`config.mk`:
```
export PLATFORM = sky130hd
export DESIGN_NAME = usb_line_if
export DESIGN_NICKNAME = d
export VERILOG_FILES = /design/src/rtl/usb_line_pkg.sv /design/src/rtl/uli_rx_sync.sv /design/src/rtl/uli_ctrl_fsm.sv /design/src/rtl/uli_tx_enc.sv /design/src/rtl/uli_err_trk.sv /design/src/rtl/usb_line_if.sv
export SDC_FILE = /design/constraint.sdc
export NUM_CORES = 1
export LEC_CHECK = 0
export ABC_CLOCK_PERIOD_IN_PS = 2600
export BUFFER_PORTS_ARGS = -buffer_cell sky130_fd_sc_hd__clkbuf_2
export CAP_MARGIN = 20
export CORE_AREA = 4 4 41 43
export CTS_BUF_LIST = sky130_fd_sc_hd__clkbuf_16
export DETAILED_ROUTE_END_ITERATION = 8
export DIE_AREA = 0 0 45 47
export PLACE_DENSITY = 0.53
export SLEW_MARGIN = 20
export SYNTH_ARGS = -nofsm -noshare
export SYNTH_HDL_FRONTEND = slang
export SYNTH_SLANG_ARGS = --single-unit
export TNS_END_PERCENT = 20
```
`constraint.sdc`:
```
create_clock -name clk -period 2.6 [get_ports clk]
set_input_delay 0.78 -clock clk [delete_from_list [all_inputs] [get_ports clk]]
set_output_delay 0.78 -clock clk [all_outputs]
set_load 0.02 [all_outputs]
```
`src/rtl/usb_line_pkg.sv`:
```
package usb_line_pkg;

    // Symbol requested on the transmit side
    typedef enum logic [1:0] {
        SYM_SE0 = 2'b00,
        SYM_J   = 2'b01,
        SYM_K   = 2'b10,
        SYM_BAD = 2'b11
    } line_sym_e;

    // Decoded receive bus state
    typedef enum logic [1:0] {
        RX_SE0  = 2'b00,
        RX_LOW  = 2'b01,
        RX_HIGH = 2'b10,
        RX_ERR  = 2'b11
    } rx_state_e;

    // Control states
    typedef enum logic [1:0] {
        ST_LISTEN     = 2'b00,
        ST_DRIVE      = 2'b01,
        ST_EYE_FIRST  = 2'b10,
        ST_EYE_SECOND = 2'b11
    } ctl_state_e;

    // Output pair values
    localparam logic [1:0] PAIR_SE0 = 2'b00;
    localparam logic [1:0] PAIR_D0  = 2'b01;
    localparam logic [1:0] PAIR_D1  = 2'b10;

endpackage

```
`src/rtl/uli_rx_sync.sv`:
```
module uli_rx_sync
    import usb_line_pkg::*;
#(
    parameter int STAGES = 2,
    parameter int WIDTH  = 2
) (
    input  logic             clk,
    input  logic             rst_n,
    input  logic [WIDTH-1:0] din,
    output rx_state_e        code,
    output logic             code_err
);

    localparam int LAST = STAGES - 1;

    logic [STAGES-1:0][WIDTH-1:0] stg;

    generate
        if (STAGES == 1) begin : g_single
            always_ff @(posedge clk) begin
                if (!rst_n) stg <= '0;
                else        stg <= din;
            end
        end else begin : g_chain
            always_ff @(posedge clk) begin
                if (!rst_n) stg <= '0;
                else        stg <= {stg[STAGES-2:0], din};
            end
        end
    endgenerate

    always_comb begin
        unique case (stg[LAST])
            2'b00:   code = RX_SE0;
            2'b01:   code = RX_LOW;
            2'b10:   code = RX_HIGH;
            default: code = RX_ERR;
        endcase
    end

    assign code_err = (code == RX_ERR);

endmodule

```
`src/rtl/uli_ctrl_fsm.sv`:
```
module uli_ctrl_fsm
    import usb_line_pkg::*;
(
    input  logic       clk,
    input  logic       rst_n,
    input  logic       mod_en,
    input  logic       fs_mode,
    input  logic       eye_en,
    input  logic       bit_stb,
    input  logic       tx_req,
    input  line_sym_e  tx_sym,
    output ctl_state_e state_q,
    output line_sym_e  cur_sym,
    output logic       drv_en
);

    ctl_state_e state_nxt;
    line_sym_e  sym_q;
    line_sym_e  sym_nxt;
    line_sym_e  sym_clean;

    // An illegal request is replaced by idle J
    assign sym_clean = (tx_sym == SYM_BAD) ? SYM_J : tx_sym;

    // State register
    always_ff @(posedge clk) begin
        if (!rst_n) begin
            state_q <= ST_LISTEN;
            sym_q   <= SYM_J;
        end else begin
            state_q <= state_nxt;
            sym_q   <= sym_nxt;
        end
    end

    // Next-state logic
    always_comb begin
        state_nxt = state_q;
        sym_nxt   = sym_q;
        if (!mod_en) begin
            state_nxt = ST_LISTEN;
            sym_nxt   = SYM_J;
        end else if (bit_stb) begin
            unique case (state_q)
                ST_LISTEN, ST_DRIVE: begin
                    if (eye_en) begin
                        state_nxt = ST_EYE_FIRST;
                    end else if (tx_req) begin
                        state_nxt = ST_DRIVE;
                        sym_nxt   = sym_clean;
                    end else begin
                        state_nxt = ST_LISTEN;
                        sym_nxt   = SYM_J;
                    end
                end
                ST_EYE_FIRST: begin
                    state_nxt = eye_en ? ST_EYE_SECOND : ST_LISTEN;
                end
                ST_EYE_SECOND: begin
                    state_nxt = eye_en ? ST_EYE_FIRST : ST_LISTEN;
                end
            endcase
        end
    end

    // Outputs
    always_comb begin
        unique case (state_q)
            ST_LISTEN: begin
                cur_sym = SYM_J;
                drv_en  = 1'b0;
            end
            ST_DRIVE: begin
                cur_sym = sym_q;
                drv_en  = 1'b1;
            end
            ST_EYE_FIRST: begin
                cur_sym = fs_mode ? SYM_K : SYM_J;
                drv_en  = 1'b1;
            end
            ST_EYE_SECOND: begin
                cur_sym = fs_mode ? SYM_J : SYM_K;
                drv_en  = 1'b1;
            end
        endcase
    end

endmodule

```
`src/rtl/uli_tx_enc.sv`:
```
module uli_tx_enc
    import usb_line_pkg::*;
(
    input  line_sym_e  sym,
    input  logic       fs_mode,
    input  logic       drv_en,
    output logic [1:0] pair,
    output logic       oe_n
);

    logic [1:0] pair_j;
    logic [1:0] pair_k;

    assign pair_j = fs_mode ? PAIR_D1 : PAIR_D0;
    assign pair_k = fs_mode ? PAIR_D0 : PAIR_D1;

    always_comb begin
        unique case (sym)
            SYM_SE0: pair = PAIR_SE0;
            SYM_K:   pair = pair_k;
            default: pair = pair_j;
        endcase
    end

    assign oe_n = ~drv_en;

endmodule

```
`src/rtl/uli_err_trk.sv`:
```
module uli_err_trk (
    input  logic clk,
    input  logic rst_n,
    input  logic set_tx,
    input  logic set_rx,
    input  logic clr,
    output logic flag
);

    always_ff @(posedge clk) begin
        if (!rst_n)                flag <= 1'b0;
        else if (set_tx || set_rx) flag <= 1'b1;
        else if (clr)              flag <= 1'b0;
    end

endmodule

```
`src/rtl/usb_line_if.sv`:
```
module usb_line_if
    import usb_line_pkg::*;
#(
    parameter int SYNC_STAGES = 2
) (
    input  logic       clk,
    input  logic       rst_n,
    input  logic       mod_en,
    input  logic       fs_mode,
    input  logic       eye_en,
    input  logic       bit_stb,
    input  logic       tx_req,
    input  logic [1:0] tx_sym,
    input  logic       rx_dp,
    input  logic       rx_dm,
    input  logic       err_clr,
    output logic       tx_dp,
    output logic       tx_dm,
    output logic       oe_n,
    output logic       oe_mon,
    output logic [1:0] rx_state,
    output logic       err_flag
);

    ctl_state_e state_q;
    line_sym_e  cur_sym;
    line_sym_e  req_sym;
    logic       drv_en;
    logic [1:0] pair;
    rx_state_e  rx_code;
    logic       rx_err;
    logic       bad_req;

    assign req_sym = line_sym_e'(tx_sym);
    assign bad_req = mod_en && tx_req && (req_sym == SYM_BAD);

    uli_ctrl_fsm u_fsm (
        .clk     (clk),
        .rst_n   (rst_n),
        .mod_en  (mod_en),
        .fs_mode (fs_mode),
        .eye_en  (eye_en),
        .bit_stb (bit_stb),
        .tx_req  (tx_req),
        .tx_sym  (req_sym),
        .state_q (state_q),
        .cur_sym (cur_sym),
        .drv_en  (drv_en)
    );

    uli_tx_enc u_enc (
        .sym     (cur_sym),
        .fs_mode (fs_mode),
        .drv_en  (drv_en),
        .pair    (pair),
        .oe_n    (oe_n)
    );

    uli_rx_sync #(.STAGES(SYNC_STAGES), .WIDTH(2)) u_rx (
        .clk      (clk),
        .rst_n    (rst_n),
        .din      ({rx_dp, rx_dm}),
        .code     (rx_code),
        .code_err (rx_err)
    );

    uli_err_trk u_err (
        .clk    (clk),
        .rst_n  (rst_n),
        .set_tx (bad_req),
        .set_rx (rx_err),
        .clr    (err_clr),
        .flag   (err_flag)
    );

    assign {tx_dp, tx_dm} = pair;
    assign oe_mon         = drv_en;
    assign rx_state       = rx_code;

endmodule

```
==> results of run 1 <==
## worst paths after layout
path	startpoint	to	slack, ns	depth (start not counted)
max	fs_mode	tx_dm	0.38	5
min	u_rx.stg[0]	u_rx.stg[2]	0.43	1
max reg2reg	u_fsm.state_q[1]	u_fsm.sym_q[0]	1.56	3
min reg2reg	u_rx.stg[0]	u_rx.stg[2]	0.43	1
## final cells by class
| type | count | area [um2] | area share (%) |
|---|---|---|---|
| clock inverters | 1 | 3.75 | 0.647 |
| well taps | 15 | 18.8 | 3.23 |
| repair buffers | 18 | 90.1 | 15.5 |
| inverters | 3 | 11.3 | 1.94 |
| flip-flops and latches | 9 | 180 | 31.0 |
| multi-input cells | 31 | 201 | 34.7 |
| clock buffers | 3 | 75.1 | 12.9 |
## layer usage
metal  vias to the layer above  share of wire (%)  GRT usage (%)  wire length [um]
li1                        200                  -              -                 -
met4                         0                1.8           8.77                14
met1                       154                 46           11.0               355
met3                         2                 11           4.60                83
met2                        16                 42           10.5               324
met5                         -                  0              0                 0
## cells by family (layout without fill, tap and decap cells)
logic type      Yosys count  after routing
simple gates             19             19
compound gates           11             11
flops                     9              9
buf+inv                   6             25
mux                       1              1
## sequential cells by signal, summed over array words and instances (netlist names)
signal	count
u_err.flag	1
u_fsm.sym_q	2
u_rx.stg	4
u_fsm.state_q	2
## power by group
part / internal (mW) / switching, mW
combinational: 0.0192 / 0.0225
clock: 0.200 / 0.0606
sequential: 0.144 / 0.00365
## per-stage QoR
stage	area, um2	instances	setup slack, ns	hold slack [ns]	util (%)
finish	581	80	0.382	0.426	44.6
global route	581	80	0.308	0.444	44.6
CTS	581	80	0.380	0.428	44.6
detailed placement	502	76	0.388	0.419	38.6
global placement	502	76	0.403	0.414	38.6
floorplan	412	46	0.466	0.412	-
## cells in the mapped netlist (all sizes together), types with 2 or more instances
cell	number
and2	4
nor2	6
o21ai	2
clkbuf	2
dfxtp	9
a21oi	3
nand2	2
inv	3
nor3b	2
## critical path, cell delays in order
cell	delay, ns
clkbuf_2	0.09
and4b_1	0.19
a21oi_1	0.04
o22ai_1	0.15
clkbuf_2	0.19
==> impl_metrics.env, run 1 <==
export IMPL_fin_crit_ns=2.22
export IMPL_synthXorXnorAreaFrac_pct=0
export IMPL_syn_avg_cell_area_um2=8.95
export IMPL_synth_adder_area_share_pct=0
export IMPL_cts_resized=0
export IMPL_worst_pin_slew_ns=0.320
export IMPL_gp_congestion=0.675
export IMPL_hold_viol=0
export IMPL_root_buffer="clkbuf_16"
export IMPL_place_hpwl_um=621
export IMPL_grt_pass1_vias=318
export IMPL_tns_ns=0
export IMPL_num_rows=13
export IMPL_diodes=0
export IMPL_grt_first_pass_wirelength_um=1260
export IMPL_vias=372
export IMPL_netlist_instances=46
export IMPL_synthFlopType="dfxtp_1"
export IMPL_synth_edf_count=0
export IMPL_cap_violations=0
export IMPL_htreeDepth=1
export IMPL_ys_ff_latch=9
export IMPL_cts_buffer_depth=2
export IMPL_cts_sinks=9
export IMPL_synth_top_family_by_area="simple AND/OR/NAND/NOR gates"
export IMPL_fmax_mhz=451
export IMPL_clk_pin_slew_worst_paths_ns=0.04
export IMPL_num_io_pins=19
export IMPL_hp_class="reg2reg"
export IMPL_start_util_pct=31.6
export IMPL_routedWlPerCell_um=9.71
export IMPL_leakagePower_nw=0.288
export IMPL_layout_drive_gt1_share_pct=33.8
export IMPL_synth_seq_area_share_pct=43.8
export IMPL_drtAntennaViolNets=0
export IMPL_synth_compound_area_share_pct=17.0
export IMPL_drt_first_pass_iters=2
export IMPL_route_detailed_drc=0
export IMPL_worstSetupPathType="in2out"
export IMPL_max_slew_margin_pct=78.6
export IMPL_crit_required_ns=1.82
export IMPL_path_max_fanout=3
export IMPL_cp_end_kind="output port"
export IMPL_clk_latency_ns=0.23
export IMPL_die_w_um=45
export IMPL_start_kind="input port"
export IMPL_wirelength_um=777
export IMPL_dieArea_mm2=0.00212
export IMPL_tritoncts="yes"
export IMPL_finalPower_mw=0.450
export IMPL_worstPathArrival_ns=1.44
export IMPL_synth_simple_area_share_pct=29.5
export IMPL_synth_area_leaders="dfxtp_1 (44%), and2_1 (6.1%), nor2_1 (5.5%)"
export IMPL_async_flop_share_pct=0
export IMPL_grt_ovfl_total=0
export IMPL_synth_top_area_cell="dfxtp_1"
export IMPL_ir_drop_uv=389
export IMPL_syn2layout_area_growth_pct=41.0
export IMPL_io_buffers=18
export IMPL_mostFrequentLayoutCells="clkbuf_2 (18), dfxtp_1 (9), nor2_1 (6)"
export IMPL_power_density_mw_per_mm2=775
export IMPL_muxShareOfSynthArea_pct=2.43
export IMPL_yosys_warnings=0
export IMPL_postCtsHoldBufs=0
export IMPL_drtIter0Drc=6
export IMPL_grt_use_total_pct=8.88
export IMPL_skew_ns=0.000206
export IMPL_drv_slew=0
export IMPL_synth_top_area_share_pct=43.8
export IMPL_syn_nets=58
export IMPL_status="finished clean"
export IMPL_rsz0062_at_grt="false"
export IMPL_cts_setup_buffers=0
export IMPL_viasPerCell=4.65
export IMPL_core_mm2=0.00130
export IMPL_grt_max_degree=9
export IMPL_die_h_um=47
export IMPL_antenna_found_initial=0
export IMPL_synth_cell_types=24
export IMPL_n_fill_cell=135
export IMPL_layout_nets=78
export IMPL_finalSetupViolCount=0
export IMPL_syn_cell_area_um2=412
export IMPL_numCtsBuffers=3
export IMPL_fin_crit_sh_pct=85.3
export IMPL_layout_commonest_cell="clkbuf_2"
No activity file was read; power rests on OpenSTA's default activity.
==> run 2: changes to the inputs <==
REMOVE_ABC_BUFFERS = 1   (was default)
==> run 2 against run 1 <==
Net effect:
- non-clock buffer count did not move
- final cell count did not move
- register-to-register slack barely moved
- global-route usage rose by 1.0 points
- die area did not move
- total power rose by 1.2%
- combinational power barely moved
- routed wire length rose by 12%
- critical path type unchanged
- largest cell class unchanged
==> impl_metrics.env, run 2 (same netlist as run 1, synthesis figures left out) <==
export IMPL_crit_required_ns=1.82
export IMPL_switching_share_pct=20.2
export IMPL_place_hpwl_um=667
export IMPL_tns_ns=0
export IMPL_slowest_delay_ns=0.19
export IMPL_die_h_um=47
export IMPL_fmax_mhz=453
export IMPL_vias=370
export IMPL_rsz0062_at_grt="false"
export IMPL_max_slew_margin_pct=78.0
export IMPL_ir_drop_uv=541
export IMPL_finalPower_mw=0.455
export IMPL_postCtsHoldBufs=0
export IMPL_diodes=0
export IMPL_worstPathArrival_ns=1.43
export IMPL_seq_power_share_pct=32.4
export IMPL_num_io_pins=19
export IMPL_mostFrequentLayoutCells="clkbuf_2 (18), dfxtp_1 (9), nor2_1 (6)"
export IMPL_tritoncts="yes"
export IMPL_drv_slew=0
export IMPL_cp_end_kind="output port"
export IMPL_crit_family="buffers and inverters"
export IMPL_finalSetupViolCount=0
export IMPL_cap_violations=0
export IMPL_layout_commonest_cell="clkbuf_2"
export IMPL_n_fill_cell=136
export IMPL_start_util_pct=31.6
export IMPL_path_buf_inv=2
export IMPL_leakagePower_nw=0.288
export IMPL_path_max_fanout=3
export IMPL_wirelength_um=871
export IMPL_hold_viol=0
export IMPL_largest_registers="u_rx.stg x4, u_fsm.state_q x2, u_fsm.sym_q x2"
export IMPL_layout_nets=78
export IMPL_syn2layout_area_growth_pct=41.0
export IMPL_dieArea_mm2=0.00212
export IMPL_cts_setup_buffers=0
export IMPL_layout_drive_gt1_share_pct=33.8
export IMPL_largest_register="u_rx.stg"
export IMPL_status="finished clean"
export IMPL_worst_pin_slew_ns=0.330
export IMPL_p_switching_mw=0.0919
export IMPL_grt_ovfl_total=0
export IMPL_worstSetupPathType="in2out"
export IMPL_antenna_found_initial=0
export IMPL_num_rows=13
export IMPL_cts_resized=0
export IMPL_grt_pass1_vias=338
export IMPL_routedWlPerCell_um=10.9
export IMPL_viasPerCell=4.63
export IMPL_htreeDepth=1
export IMPL_root_buffer="clkbuf_16"
export IMPL_die_w_um=45
export IMPL_cp_common_cell="clkbuf_2"
export IMPL_slowest_stage="clkbuf_2"
export IMPL_skew_ns=0.000346
export IMPL_fin_crit_ns=2.21
export IMPL_start_kind="input port"
export IMPL_drtIter0Drc=2
export IMPL_grt_first_pass_wirelength_um=1450
export IMPL_final_cells=80
export IMPL_io_buffers=18
export IMPL_cts_sinks=9
export IMPL_drt_first_pass_iters=4
export IMPL_fin_util_pct=44.6
export IMPL_grt_use_total_pct=9.92
export IMPL_drtAntennaViolNets=0
export IMPL_cts_buffer_depth=2
export IMPL_dp_cells=76
export IMPL_clk_latency_ns=0.23
export IMPL_core_mm2=0.00130
export IMPL_gp_congestion=0.634
export IMPL_grt_max_degree=9
export IMPL_hp_class="reg2reg"
export IMPL_fin_crit_sh_pct=84.8
export IMPL_internal_power_mw=0.364
export IMPL_pwr_share_comb_pct=9.2
export IMPL_path_cells="clkbuf_2 -> and4b_1 -> a21oi_1 -> o22ai_1 -> clkbuf_2"
export IMPL_numCtsBuffers=3
export IMPL_largest_register_ffs=4
export IMPL_clk_pin_slew_worst_paths_ns=0.04
export IMPL_power_density_mw_per_mm2=784
export IMPL_route_detailed_drc=0
export IMPL_clkPwrFrac_pct=58.4
-- run 2: cell counts in the layout (fill, tap and decap cells not counted) --
No cell type changed its count.
-- run 2: layer usage --
layer,vias to the layer above,track usage (%),wire length (um)
met4,0,5.26,17
met1,160,11.3,382
li1,195,-,-
met5,-,0,0
met2,13,15.3,407
met3,2,4.98,64
-- run 2: power groups by stage --
| stage | combinational (mW) | clock (mW) | sequential, mW |
|---|---|---|---|
| 2_1_floorplan | 0.0211 | 0 | 0.151 |
| 3_3_place_gp | 0.0421 | 0 | 0.150 |
| 3_5_place_dp | 0.0424 | 0 | 0.149 |
| 4_1_cts | 0.0425 | 0.271 | 0.147 |
| 5_1_grt | 0.0469 | 0.276 | 0.148 |
| 6_report | 0.0419 | 0.266 | 0.147 |
-- run 2: final cells by class --
class / instances / area, um2 / area share [%]
well taps: 15 / 18.8 / 3.23
flip-flops and latches: 9 / 180 / 31.0
repair buffers: 18 / 90.1 / 15.5
inverters: 3 / 11.3 / 1.94
clock inverters: 1 / 3.75 / 0.647
multi-input cells: 31 / 201 / 34.7
clock buffers: 3 / 75.1 / 12.9
-- run 2: final timing paths --
path,start,cells after the start,to,slack (ns)
max,fs_mode,5,tx_dm,0.39
min,u_rx.stg[0],1,u_rx.stg[2],0.43
max reg2reg,u_fsm.state_q[1],3,u_fsm.state_q[0],1.57
min reg2reg,u_rx.stg[0],1,u_rx.stg[2],0.43
-- run 2: through the flow --
stage | setup slack [ns] | hold WS, ns | cell area, um2
floorplan | 0.466 | 0.412 | 393
global placement | 0.397 | 0.419 | 502
detailed placement | 0.395 | 0.423 | 502
CTS | 0.391 | 0.432 | 581
global route | 0.321 | 0.467 | 581
finish | 0.395 | 0.430 | 581
-- run 2: worst reg2reg max path, cell delays in order, from the launching register on --
cell	delay, ns
dfxtp_1	0.50
nand2_1	0.09
a2bb2oi_1	0.14
a211oi_1	0.22
==> run 3: changes to the inputs <==
ABC_AREA = 1   (was default)
ABC_CLOCK_PERIOD_IN_PS = 2200   (was 2600)
clock period = 2.2 ns   (was 2.6 ns; I/O delays follow)
==> run 3 against run 2 <==
Net effect:
- global-route usage up 1.8 points
- critical path depth up 3
- clock power up 18%
==> impl_metrics.env, run 3 <==
export IMPL_viasPerCell=4.40
export IMPL_crit_end="tx_dp"
export IMPL_syn_cell_area_um2=418
export IMPL_routedWlPerCell_um=9.83
export IMPL_htreeDepth=1
export IMPL_layout_nets=94
export IMPL_cts_setup_buffers=0
export IMPL_largest_registers="u_rx.stg x4, u_fsm.state_q x2, u_fsm.sym_q x2"
export IMPL_power_density_mw_per_mm2=904
export IMPL_syn2layout_area_growth_pct=43.4
export IMPL_slowest_delay_ns=0.16
export IMPL_worstSetupPathType="in2out"
export IMPL_cts_resized=0
export IMPL_yosys_warnings=0
export IMPL_reg2reg_to="u_fsm.sym_q[0]"
export IMPL_layout_drive_gt1_share_pct=35.8
export IMPL_whs_ns=0.408
export IMPL_n_fill_cell=153
export IMPL_rsz0062_at_grt="false"
export IMPL_finalSetupViolCount=0
export IMPL_tns_ns=0
export IMPL_syn_avg_cell_area_um2=6.85
export IMPL_netlist_instances=61
export IMPL_cap_violations=0
export IMPL_synth_edf_count=0
export IMPL_reg2reg_from="u_fsm.state_q[1]"
export IMPL_layout_setup_ws_ns=0.208
export IMPL_start_util_pct=32.1
export IMPL_root_buffer="clkbuf_16"
export IMPL_synth_top_area_cell="dfxtp_1"
export IMPL_grt_pass1_vias=400
export IMPL_antenna_found_initial=0
export IMPL_path_buf_inv=3
export IMPL_largest_register="u_rx.stg"
export IMPL_crit_required_ns=1.54
export IMPL_final_cells=96
export IMPL_place_hpwl_um=772
export IMPL_num_rows=13
export IMPL_mostFrequentLayoutCells="nand2_1 (18), clkbuf_2 (18), inv_1 (10)"
export IMPL_worstPathArrival_ns=1.33
export IMPL_postPlaceCellArea_um2=519
export IMPL_num_io_pins=19
export IMPL_stdcell_area_um2=599
export IMPL_grt_ovfl_total=0
export IMPL_die_h_um=47
export IMPL_synth_area_leaders="dfxtp_1 (43%), nand2_1 (16%), inv_1 (9.0%)"
export IMPL_cts_buffer_depth=2
export IMPL_tritoncts="yes"
export IMPL_hold_viol=0
export IMPL_synth_seq_area_share_pct=43.1
export IMPL_grt_max_degree=7
export IMPL_cp_end_kind="output port"
export IMPL_async_flop_share_pct=0
export IMPL_clk_pin_slew_worst_paths_ns=0.04
export IMPL_postCtsHoldBufs=0
export IMPL_largest_register_ffs=4
export IMPL_cp_common_cell="nand2_1"
export IMPL_wirelength_um=944
export IMPL_ir_drop_uv=483
export IMPL_worst_pin_slew_ns=0.215
export IMPL_synth_cell_types=16
export IMPL_drv_slew=0
export IMPL_grt_use_total_pct=11.8
export IMPL_path_max_fanout=4
export IMPL_path_cells="clkbuf_2 -> inv_1 -> nand2_1 -> nand3_2 -> nand2_2 -> nand2_1 -> nand2_1 -> clkbuf_2"
export IMPL_synth_top_area_share_pct=43.1
export IMPL_crit_start="fs_mode"
export IMPL_drtIter0Drc=5
export IMPL_drt_first_pass_iters=4
export IMPL_core_mm2=0.00130
export IMPL_fin_crit_sh_pct=90.6
export IMPL_vias=422
export IMPL_leakagePower_nw=0.333
export IMPL_die_w_um=45
export IMPL_ys_ff_latch=9
export IMPL_r2r_slack_ns=1.31
export IMPL_synth_most_common_cell="nand2_1"
export IMPL_fin_crit_ns=1.99
export IMPL_io_buffers=18
export IMPL_fin_util_pct=46.1
export IMPL_dp_cells=92
export IMPL_reg2regPathDepth=4
export IMPL_synthFlopType="dfxtp_1"
export IMPL_max_slew_margin_pct=85.7
export IMPL_cp_depth=8
export IMPL_synth_common_cells="nand2_1 (18), inv_1 (10), dfxtp_1 (9)"
export IMPL_drtAntennaViolNets=0
export IMPL_preCtsSetupSlack_ns=0.195
export IMPL_slowest_stage="clkbuf_2"
export IMPL_route_detailed_drc=0
export IMPL_dieArea_mm2=0.00212
export IMPL_crit_family="simple AND/OR/NAND/NOR gates"
export IMPL_fmax_mhz=502
export IMPL_numCtsBuffers=3
export IMPL_diodes=0
export IMPL_status="finished clean"
export IMPL_start_kind="input port"
export IMPL_skew_ns=0.000848
export IMPL_cts_sinks=9
export IMPL_clk_latency_ns=0.23
export IMPL_hp_class="reg2reg"
export IMPL_grt_first_pass_wirelength_um=1610
export IMPL_gp_congestion=0.654
export IMPL_finalPower_mw=0.542
-- run 3: cell count changes in the layout (fill, tap and decap cells not counted), moves of 2 or more --
| cell | previous run | this run |
|---|---|---|
| nand2_2 | 0 | 2 |
| nor2_1 | 6 | 4 |
| inv_1 | 4 | 10 |
| and2_1 | 4 | 0 |
| a31oi_1 | 0 | 2 |
| inv_2 | 0 | 2 |
| nand2_1 | 2 | 18 |
| nand4_1 | 1 | 4 |
-- run 3: final cells by class --
class	count	area [um2]	share of cell area, %
Clock buffer	3	75.1	12.5
Clock inverter	1	5.00	0.835
Multi-Input combinational cell	38	185	30.9
Inverter	12	45.0	7.52
Tap cell	15	18.8	3.13
Timing Repair Buffer	18	90.1	15.0
Sequential cell	9	180	30.1
-- run 3: how the worst min path moves through the flow --
stage	from	end	slack (ns)	cells past startpoint
2_1_floorplan	u_rx.stg[0]	u_rx.stg[2]	0.39	2
3_3_place_gp	u_rx.stg[1]	u_rx.stg[3]	0.39	2
3_5_place_dp	u_rx.stg[1]	u_rx.stg[3]	0.40	2
4_1_cts	u_rx.stg[1]	u_rx.stg[3]	0.41	2
5_1_grt	u_rx.stg[1]	u_rx.stg[3]	0.46	2
6_report	u_rx.stg[1]	u_rx.stg[3]	0.41	2
-- run 3: kinds of logic (layout without fill, tap and decap cells) --
logic type | after synthesis | after routing | share of synthesized area, %
AO/OA/AOI/OAI | 7 | 7 | 10.5
AND/OR/NAND/NOR | 31 | 31 | 33.8
flip-flops | 9 | 9 | 43.1
buffers and inverters | 14 | 34 | 12.6
-- run 3: where the power goes --
| group | total [mW] | switching [mW] | internal (mW) |
|---|---|---|---|
| clock network | 0.315 | 0.0763 | 0.239 |
| logic | 0.0522 | 0.0322 | 0.0199 |
| registers | 0.174 | 0.00397 | 0.170 |
| total | 0.542 | 0.113 | 0.429 |
-- run 3: worst min-delay path: cells and delay by family, from the launching register on --
kind / cells / cell delay (ns)
buffers and inverters: 1 / 0.04
DFF: 1 / 0.30
and+or+nand+nor: 1 / 0.04
-- run 3: metal layers --
metal  wire length [um]  GRT usage (%)  vias up
met3                 62           8.05        4
met4                 30           8.77        0
met1                376           12.5      179
met2                474           16.4       10
met5                  0              0        -
li1                   -              -      229
